--- config.mk ---
export PLATFORM = sky130hd
export DESIGN_NAME = pll_lock_qual
export DESIGN_NICKNAME = d
export VERILOG_FILES = /design/src/rtl/lockq_pkg.sv /design/src/rtl/lockq_sync.sv /design/src/rtl/lockq_datapath.sv /design/src/rtl/lockq_ctrl.sv /design/src/rtl/pll_lock_qual.sv
export SDC_FILE = /design/constraint.sdc
export NUM_CORES = 1
export LEC_CHECK = 0
export CORE_MARGIN = 2
export CORE_UTILIZATION = 35
export CTS_BUF_LIST = sky130_fd_sc_hd__clkbuf_16
export DETAILED_ROUTE_END_ITERATION = 10
export GPL_ROUTABILITY_DRIVEN = 0
export PLACE_DENSITY = 0.62
export SLEW_MARGIN = 20
export SYNTH_ARGS = -nofsm -noshare
export SYNTH_HDL_FRONTEND = slang
export SYNTH_SLANG_ARGS = --single-unit
--- constraint.sdc ---
create_clock -name clk -period 4.9 [get_ports clk]
set_input_delay 1.47 -clock clk [delete_from_list [all_inputs] [get_ports clk]]
set_output_delay 1.47 -clock clk [all_outputs]
set_load 0.005 [all_outputs]
--- src/rtl/lockq_pkg.sv ---
package lockq_pkg;

  typedef enum logic {
    ST_UNLOCKED = 1'b0,
    ST_LOCKED   = 1'b1
  } lockState_t;

  // strobes from the control FSM to the counting datapath
  typedef struct packed {
    logic cntClear;
    logic cntInc;
  } cntStrobe_t;

endpackage

--- src/rtl/lockq_sync.sv ---
module lockq_sync #(
  parameter int WIDTH  = 3,
  parameter int STAGES = 2
) (
  input  logic             clk,
  input  logic             rstN,
  input  logic [WIDTH-1:0] dIn,
  output logic [WIDTH-1:0] dOut
);

  logic [WIDTH-1:0] stageQ [STAGES];

  generate
    for (genvar s = 0; s < STAGES; s++) begin : g_stage
      if (s == 0) begin : g_first
        always_ff @(posedge clk or negedge rstN) begin
          if (!rstN) stageQ[s] <= '0;
          else       stageQ[s] <= dIn;
        end
      end else begin : g_next
        always_ff @(posedge clk or negedge rstN) begin
          if (!rstN) stageQ[s] <= '0;
          else       stageQ[s] <= stageQ[s-1];
        end
      end
    end
  endgenerate

  assign dOut = stageQ[STAGES-1];

endmodule

--- src/rtl/lockq_datapath.sv ---
module lockq_datapath
  import lockq_pkg::*;
#(
  parameter int NUM_RX          = 2,
  parameter int ASSERT_CYCLES   = 49250,
  parameter int DEASSERT_CYCLES = 131625,
  parameter int CNT_W           = 18
) (
  input  logic              clk,
  input  logic              rstN,
  input  logic              txLockRaw,
  input  logic [NUM_RX-1:0] rxLockRaw,
  input  cntStrobe_t        strobe,
  output logic              allHigh,
  output logic              atAssert,
  output logic              atDeassert,
  output logic [CNT_W-1:0]  cnt
);

  localparam int FLAGS = NUM_RX + 1;

  logic [FLAGS-1:0] rawFlags;
  logic [FLAGS-1:0] syncFlags;
  logic             rawAll;

  assign rawFlags = {txLockRaw, rxLockRaw};
  assign rawAll   = &rawFlags;

  lockq_sync #(
    .WIDTH  (FLAGS),
    .STAGES (2)
  ) i_sync (
    .clk  (clk),
    .rstN (rstN),
    .dIn  (rawFlags),
    .dOut (syncFlags)
  );

  assign allHigh = &syncFlags;

  always_ff @(posedge clk or negedge rstN) begin
    if (!rstN)               cnt <= '0;
    else if (strobe.cntClear) cnt <= '0;
    else if (strobe.cntInc)   cnt <= cnt + 1'b1;
  end

  assign atAssert   = (cnt == CNT_W'(ASSERT_CYCLES - 1));
  assign atDeassert = (cnt == CNT_W'(DEASSERT_CYCLES - 1));

  // synchronized AND follows the raw AND two edges later
  a_r9_sync_delay: assert property (@(posedge clk) disable iff (!rstN)
    !$stable(allHigh) |-> (allHigh == $past(rawAll, 2)));

endmodule

--- src/rtl/lockq_ctrl.sv ---
module lockq_ctrl
  import lockq_pkg::*;
(
  input  logic       clk,
  input  logic       rstN,
  input  logic       allHigh,
  input  logic       atAssert,
  input  logic       atDeassert,
  output cntStrobe_t strobe,
  output logic       lockOut
);

  lockState_t state, stateNext;

  always_comb begin
    stateNext       = state;
    strobe.cntClear = 1'b0;
    strobe.cntInc   = 1'b0;
    unique case (state)
      ST_UNLOCKED: begin
        if (!allHigh) begin
          strobe.cntClear = 1'b1;
        end else if (atAssert) begin
          strobe.cntClear = 1'b1;
          stateNext       = ST_LOCKED;
        end else begin
          strobe.cntInc = 1'b1;
        end
      end
      ST_LOCKED: begin
        if (allHigh) begin
          strobe.cntClear = 1'b1;
        end else if (atDeassert) begin
          strobe.cntClear = 1'b1;
          stateNext       = ST_UNLOCKED;
        end else begin
          strobe.cntInc = 1'b1;
        end
      end
      default: stateNext = ST_UNLOCKED;
    endcase
  end

  always_ff @(posedge clk or negedge rstN) begin
    if (!rstN) state <= ST_UNLOCKED;
    else       state <= stateNext;
  end

  assign lockOut = (state == ST_LOCKED);

  // a rise is only ever preceded by an all-high synchronized sample
  a_r2_rise_needs_high: assert property (@(posedge clk) disable iff (!rstN)
    $rose(lockOut) |-> $past(allHigh));

  // a fall outside reset is only ever preceded by a low sample
  a_r5_fall_needs_low: assert property (@(posedge clk) disable iff (!rstN)
    $fell(lockOut) |-> !$past(allHigh));

endmodule

--- src/rtl/pll_lock_qual.sv ---
module pll_lock_qual
  import lockq_pkg::*;
#(
  parameter int NUM_RX          = 2,
  parameter int ASSERT_CYCLES   = 49250,
  parameter int DEASSERT_CYCLES = 131625
) (
  input  logic              clk,
  input  logic              rstN,
  input  logic              txLockRaw,
  input  logic [NUM_RX-1:0] rxLockRaw,
  output logic              lockOut
);

  localparam int MAX_CYCLES = (ASSERT_CYCLES > DEASSERT_CYCLES) ? ASSERT_CYCLES : DEASSERT_CYCLES;
  localparam int CNT_W      = $clog2(MAX_CYCLES + 1);

  cntStrobe_t       strobe;
  logic             allHigh;
  logic             atAssert;
  logic             atDeassert;
  logic [CNT_W-1:0] cnt;

  lockq_datapath #(
    .NUM_RX          (NUM_RX),
    .ASSERT_CYCLES   (ASSERT_CYCLES),
    .DEASSERT_CYCLES (DEASSERT_CYCLES),
    .CNT_W           (CNT_W)
  ) i_datapath (
    .clk        (clk),
    .rstN       (rstN),
    .txLockRaw  (txLockRaw),
    .rxLockRaw  (rxLockRaw),
    .strobe     (strobe),
    .allHigh    (allHigh),
    .atAssert   (atAssert),
    .atDeassert (atDeassert),
    .cnt        (cnt)
  );

  lockq_ctrl i_ctrl (
    .clk        (clk),
    .rstN       (rstN),
    .allHigh    (allHigh),
    .atAssert   (atAssert),
    .atDeassert (atDeassert),
    .strobe     (strobe),
    .lockOut    (lockOut)
  );

  // reset holds the status low
  a_r1_reset_low: assert property (@(posedge clk)
    !rstN |-> !lockOut);

  // a low sample while unlocked restarts the assert window
  a_r4_glitch_restarts: assert property (@(posedge clk) disable iff (!rstN)
    (!lockOut && !allHigh) |=> (cnt == '0));

  // an all-high sample while locked restarts the drop window
  a_r6_recover_restarts: assert property (@(posedge clk) disable iff (!rstN)
    (lockOut && allHigh) |=> (cnt == '0));

  // counting while unlocked never passes the assert window
  a_r3_unlocked_bound: assert property (@(posedge clk) disable iff (!rstN)
    !lockOut |-> (cnt < CNT_W'(ASSERT_CYCLES)));

endmodule

==> results list, run 1 <==
* RSZ-0062 raised after global routing: no
* Total count of hold-check failures in the final report: 0
- The cell sitting at the root of the clock tree is a sky130_fd_sc_hd__clkbuf_16.
* Fraction of final layout cells with drive strength greater than 1: 10.6%
* TNS Setup: 0 ns
- Yosys cell types: 33
* Max IR drop VDD: 172 uV
- Broken down by cell family, the worst path's largest delay share belongs to buffers and inverters.
* Worst-path fanout max: 5
- STA classifies the critical path endpoint as an output pin.
- After layout, the minimum clock period comes to around 2.7 ns.
- On the final layout, the worst hold slack is 0.356 ns.
- Number of buffers added by the clock tree synthesis step: 3
- Horizontal die dimension: 64.1 um
- Clock tree synthesis found a total of 25 sinks.
- Together, buffers and inverters on the worst path number 1.
- Cells fill 41.4% of the core in the end.
* Later-pin clock latency in the skew report: ~0.26 ns
* Final cycle utilization of the critical path: between 50% and 60%
- Before antenna repair, the detailed router went through 4 iterations.
- Averaged over all synthesized cells, the footprint is 10.8 sq um.
- CTS built an H-tree with a depth of 1.
- Setup violations remaining at the end of the flow were counted as 0.
* Slowest library cell on the worst path: sky130_fd_sc_hd__clkdlybuf4s50_1
- Count of buffers from port buffering: 5
- The critical path is of the reg -> out type.
- Area added between synthesis and finish: 11.8%
- In this run the post-CTS setup repair buffer count came out at 0.
- Leakage Power: approximately 0.00053 uW
* Total power per unit cell area: 286 nW/um^2
- The number of antenna diodes in the final layout is 0.
- In this run the deepest clock path goes through 2 buffers.
- At the worst endpoint, the required time is 3.43 ns.
- Average vias per placed instance: 5.47
- The Yosys step of the flow raised 0 warnings.
* Arrival time of the worst setup path: 1.21 ns
* Least-Margin Pin Slew: 0.741 ns
- Effective utilization at floorplan: 37.0%
- Critical Path, Cell by Cell: clkdlybuf4s50_1
- Across every metal layer, demand over resource in global routing totals 12.7%.
- Total die area: a little over 4000 sq um
- Hold-fix buffers at CTS: 0
- In this run the standard cell core region covers 3420 sq um.
* Cells resized by post-CTS repair: 0
- DPL Wire Length: ~1600 um
- In the routed design, unresolved DRC markers number 0.
* Count of vias placed by the detailed router: 924
- In this run, synthesis produced a sequential element count of 25.
* Number of DRC markers after the initial detailed-route iteration: 66
- 6 I/O pins were placed.
- The total overflow left after global routing is 0.
* Die H: 64.1 um
- Total detailed-routing wirelength: around 2300 um
* Site row count: 21
- Combined area of all synthesized cells: approximately 1300 sq um
- The final count of pins violating max slew was 0.
- Antenna violation net count after detailed routing: 0
* Net count, final: 132
* Mapped Nets: about 130
- The number of antenna violations at the first check in global routing is 0.
* Portion of the post-synthesis area used by sequential elements: 49.5%
* Clock tree from TritonCTS: yes
- STA classifies the critical path startpoint as a flop.
- Clock-pin slew was measured on the worst setup and hold paths at roughly 0.06 ns.
* Routed length per placed instance: 13.8 um
* Hold Path Class: reg -> reg
- The run finished with clean final reports.
* Synthesized netlist cell count: 117
* Overall power consumption: approximately 400 uW
- Global-route wire length before repair: 4040 um
- Number of global-route vias before repair: around 860
- For the final database, setup skew stands at 0.00329 ns.
- For this run, the slowest stage of the critical path takes 0.53 ns.
* MaxCap Viol Count: 0
* Achievable Freq: about 0.37 GHz
- Entering global routing, the biggest net connects 26 pins.
- Headroom to the max-slew limit came out at 50.5%.
-- metal layers --
layer / wire length, um / share of wire, % / vias up / GRT usage [%]
li1: - / - / 444 / -
met1: 1150 / 49 / 457 / 17.3
met2: 1060 / 46 / 21 / 19.8
met3: 98 / 4.2 / 2 / 3.87
met4: 18 / 0.77 / 0 / 3.19
met5: 0 / 0 / - / 0
-- synth_stat cells (all sizes together) --
master  instances  area, sq um
dfrtp          25          626
a21oi          12         60.1
nand3          11         60.1
nand4           7         43.8
xnor2           6         52.6
nor2            5         18.8
xor2            5         43.8
a22oi           4         30.0
inv             4         15.0
nand2           4         15.0
nor3            4         20.0
buf             3         33.8
ha              3         37.5
o21ai           3         26.3
a21boi          2         15.0
a31o            2         17.5
and3            2         12.5
nor4            2         18.8
nor4b           2         23.8
or3             2         12.5
a41o            1         10.0
and4            1         8.76
nand3b          1         7.51
nor3b           1         7.51
o211ai          1         12.5
o21a            1         7.51
o21bai          1         7.51
o2bb2a          1         10.0
or4             1         11.3
-- layout make-up --
cell class	instances	area, sq um
Sequential cell	25	626
Inverter	4	15.0
Fill cell	343	2000
Clock buffer	3	75.1
Timing Repair Buffer	5	45.0
Tap cell	46	57.6
Multi-Input combinational cell	85	591
Clock inverter	1	5.00
-- cell usage in the layout, fill, tap and decap left out, types with 2 or more instances in the layout --
master / n
sky130_fd_sc_hd__dfrtp_1: 25
sky130_fd_sc_hd__a21oi_1: 12
sky130_fd_sc_hd__nand3_1: 10
sky130_fd_sc_hd__nand4_1: 7
sky130_fd_sc_hd__xnor2_1: 6
sky130_fd_sc_hd__nor2_1: 5
sky130_fd_sc_hd__xor2_1: 5
sky130_fd_sc_hd__inv_1: 4
sky130_fd_sc_hd__nand2_1: 4
sky130_fd_sc_hd__nor3_1: 4
sky130_fd_sc_hd__a22oi_1: 4
sky130_fd_sc_hd__clkdlybuf4s50_1: 4
sky130_fd_sc_hd__ha_1: 3
sky130_fd_sc_hd__clkbuf_16: 3
sky130_fd_sc_hd__a21boi_0: 2
sky130_fd_sc_hd__and3_1: 2
sky130_fd_sc_hd__a31o_2: 2
sky130_fd_sc_hd__o21ai_0: 2
sky130_fd_sc_hd__or3_1: 2
-- cells by family after synthesis --
group / count (synthesis) / synth area share (%)
and+or+nand+nor: 43 / 20.6
AOI/OAI and AO/OA: 28 / 15.5
DFF: 25 / 49.5
xor gates and xnor gates: 11 / 7.62
buffers and inverters: 7 / 3.86
adders and majority gates: 3 / 2.97
-- power breakdown --
part / switching, uW / leakage [uW] / total [uW] / internal (uW)
combinational: 6.78 / 0.000150 / 10.5 / 3.75
sequential: 1.93 / 0.000335 / 211 / 209
clock: 72.6 / 0.0000409 / 183 / 110
-- path summary, 6_finish.rpt --
check | start | to | slack, ns | cells after the start
worst min register to register | i_datapath.i_sync.stageQ[5] | i_datapath.i_sync.dOut[2] | 0.36 | 0
max in group asynchronous | rstN | i_datapath.cnt[6] | 3.34 | 1
worst max register to register | i_datapath.cnt[0] | i_datapath.cnt[16] | 2.74 | 6
worst min-delay path | i_datapath.i_sync.stageQ[5] | i_datapath.i_sync.dOut[2] | 0.36 | 0
min in group asynchronous | rstN | i_datapath.cnt[14] | 1.19 | 1
worst max-delay path | i_ctrl.lockOut | lockOut | 2.22 | 1
-- metrics by stage --
stage	instances	setup WS, ns	area, sq um
5_1_grt	169	2.14	1410
2_1_floorplan	117	3.03	1260
3_3_place_gp	165	2.12	1340
3_5_place_dp	165	2.08	1340
6_report	169	2.22	1410
4_1_cts	169	2.21	1420
-- sequential cells by signal, summed over array words and instances, names as in the netlist --
| name | count |
|---|---|
| i_ctrl.lockOut | 1 |
| i_datapath.i_sync.dOut | 3 |
| i_datapath.i_sync.stageQ | 3 |
| i_datapath.cnt | 18 |
(Power assumes the default switching activity.)
==> run 2: changes to the inputs <==
Settings changed: PLACE_DENSITY 0.62 to 0.64.
Clock period 4.9 ns to 2.2 ns, I/O delays scaled along.
==> run 2 against run 1 <==
Clock power is 120% higher. Die area stayed put. Setup slack worse by 2.0 ns. Sequential share of layout area is 1.1 points lower. Clock skew is 0.0064 ns higher. Critical path depth is 6 higher. Hold slack worse by 0.0075 ns. Wire length is 4.2% higher.
==> results list, run 2 (synthesis gave the netlist of run 1 again) <==
- TNS Setup: 0 ns
- The library cell used most frequently in the layout, excluding fill and tap cells, is sky130_fd_sc_hd__dfrtp_1.
* Overall overflow remaining after global route: 0
- Critical R2R Capture: i_datapath.cnt[1]
- Initial antenna violation count: 0
- Highest routed layer: met4
- Site row count: 21
- Count of TritonRoute iterations in the first routing pass: 4
* Area added between synthesis and finish: 14.5%
* CTS H-tree lvls: 1
- The final count of pins violating max slew came to 0.
- Worst R2R Path Depth: 7
- In this run the static leakage power is approximately 0.00054 uW.
- Number of DRC markers after the initial detailed-route iteration: a little over 60
* Least-Margin Pin Slew: 0.381 ns
* Met1 wire length: between 1000 and 1500 um
- In the final layout, the share of cells above drive strength 1 is 12.6%.
- Startpoint of the lowest-slack register-to-register path: i_datapath.cnt[1]
- Net count, final: between 100 and 150
- STA classifies the critical path endpoint as a flop.
- Total inserted antenna cells: 0
* Register ranked first by flip-flop count: i_datapath.cnt
- For flop-to-flop paths, the worst setup slack is 0.23 ns.
* Pre-CTS WS: 0.234 ns
- Global-route wire length before repair: 4540 um
* Fin Clk Skew: 0.00972 ns
- Crit path kind: reg -> reg
- In this run the most critical hold path is launched from i_datapath.i_sync.stageQ[5].
- Sink count of the clock tree: 25
* Run status: finished clean
- Worst relative slew slack: 74.4%
- Worst path required time: around 2.3 ns
- Horizontal die dimension: 64.1 um
- After legalization and detailed placement, the total HPWL measured 1730 um.
- Dividing total power by cell area gives a power density of between 600 and 700 nW/um^2.
- The smallest clock period supported by the final layout is computed as 1.97 ns.
* Core area: around 3400 sq um
- STA puts the critical path data arrival time at 2.12 ns.
* Worst-path fanout max: 12
- In this run, CTS created clock tree buffers numbering 3.
* Count of buffers from port buffering: 5
- Setup repair after global routing left no endpoint under its margin.
- The sequential cells in the finished layout cover a total of 626 sq um.
- Once the floorplan was initialized, standard cells occupied 37.0% of the core.
- Counting instances, the worst hold path has a depth of 0.
- Overall power consumption: 898 uW
- The clock passes through at most 2 buffers.
- The register with the most flip-flops in the layout has 18 of them.
- At the later pin of the worst-skew pair, clock insertion delay measures 0.26 ns.
- Once the clock tree was built, the setup fixing pass inserted 0 buffers.
- Hold-fix buffers at CTS: 0
* Final cycle utilization of the critical path: 89.7%
- Antenna violation net count after detailed routing: 0
- Capture endpoint of the worst hold path: i_datapath.i_sync.dOut[2]
* Routed met3 length: 114 um
* Largest net degree at the start of global routing: 26
- Count of vias placed by the detailed router: 951
* Clk slew on worst S/H paths: approximately 0.070 ns
* GRT Total Usage: ~14%
* Hold Path Class: reg -> reg
- Achievable Freq: 0.507 GHz
- Commonest cells after routing, fill and taps aside: sky130_fd_sc_hd__dfrtp_1, sky130_fd_sc_hd__a21oi_1, sky130_fd_sc_hd__nand3_1
- The number of hold-slack violations in the final timing report came to 0.
- Post-CTS repair changed the size of 0 cells.
* Number of global-route vias before repair: 972
- In the final layout, the multi-input gates occupy approximately 590 sq um.
* Setup Viol. Count Final: 0
- Using the TritonRoute via totals, the vias-per-cell ratio works out to 5.50.
* Die H: roughly 64 um
- The layout has 336 filler cells.
- I/O pins: 6
- Clock tree from TritonCTS: yes
* Total detailed-routing wirelength: 2430 um
* Routed length per placed instance: 14.0 um
* Launching element type of the critical path: flop
- Met2 Wirelength: 1180 um
* MaxCap Viol Count: 0
* CTS root buffer: sky130_fd_sc_hd__clkbuf_16
- Once routing completed, OpenROAD measured the worst setup slack at 0.227 ns.
- Total die area: 4110 sq um
- VDD sags by at most approximately 400 uV.
- Number of DRC violations after detailed routing: 0
run 2: area by class of cell:
cell class	instances	share of cell area, %
Clock buffer	3	5.18
Clock inverter	1	0.345
Inverter	4	1.04
Multi-Input combinational cell	85	40.8
Sequential cell	25	43.2
Tap cell	46	3.97
Timing Repair Buffer	9	5.53
run 2: worst max path at each step:
stage	startpoint	end	slack, ns	depth (start not counted)
finish	i_datapath.cnt[1]	i_datapath.cnt[1]	0.23	7
global route	i_datapath.cnt[1]	i_datapath.cnt[1]	0.08	7
CTS	i_datapath.cnt[1]	i_datapath.cnt[1]	0.22	7
detailed placement	i_datapath.cnt[1]	i_datapath.cnt[1]	0.23	7
global placement	i_datapath.cnt[1]	i_datapath.cnt[3]	0.33	7
floorplan	i_datapath.cnt[1]	i_datapath.cnt[16]	0.52	6
run 2: metrics by stage:
| step | std cells | utilization, % | hold WS (ns) | area (sq um) |
|---|---|---|---|---|
| after floorplan | 117 | - | 0.331 | 1260 |
| after global placement | 169 | 40.1 | 0.335 | 1370 |
| after detailed placement | 169 | 40.1 | 0.338 | 1370 |
| after CTS | 173 | 42.4 | 0.351 | 1450 |
| after global routing | 173 | 42.4 | 0.356 | 1450 |
| final | 173 | 42.4 | 0.348 | 1450 |
run 2: per-layer routing:
metal | vias to the layer above | GRT usage (%)
met4 | 0 | 3.19
met5 | - | 0
met3 | 4 | 4.23
met1 | 468 | 17.8
met2 | 24 | 23.3
li1 | 455 | -
run 2: worst max-delay path, cell delays in order (launching register included):
cell and delay, ns:
sky130_fd_sc_hd__dfrtp_1 0.43, sky130_fd_sc_hd__inv_1 0.11, sky130_fd_sc_hd__ha_1 0.16, sky130_fd_sc_hd__nand3b_1 0.08
sky130_fd_sc_hd__or4_4 0.46, sky130_fd_sc_hd__o21ai_4 0.32, sky130_fd_sc_hd__buf_4 0.22, sky130_fd_sc_hd__a21boi_0 0.08
run 2: report_power, final:
group          switching, uW  internal, uW  total, uW
clock                    156           245        401
combinational           15.9          11.4       27.3
sequential              3.79           466        470
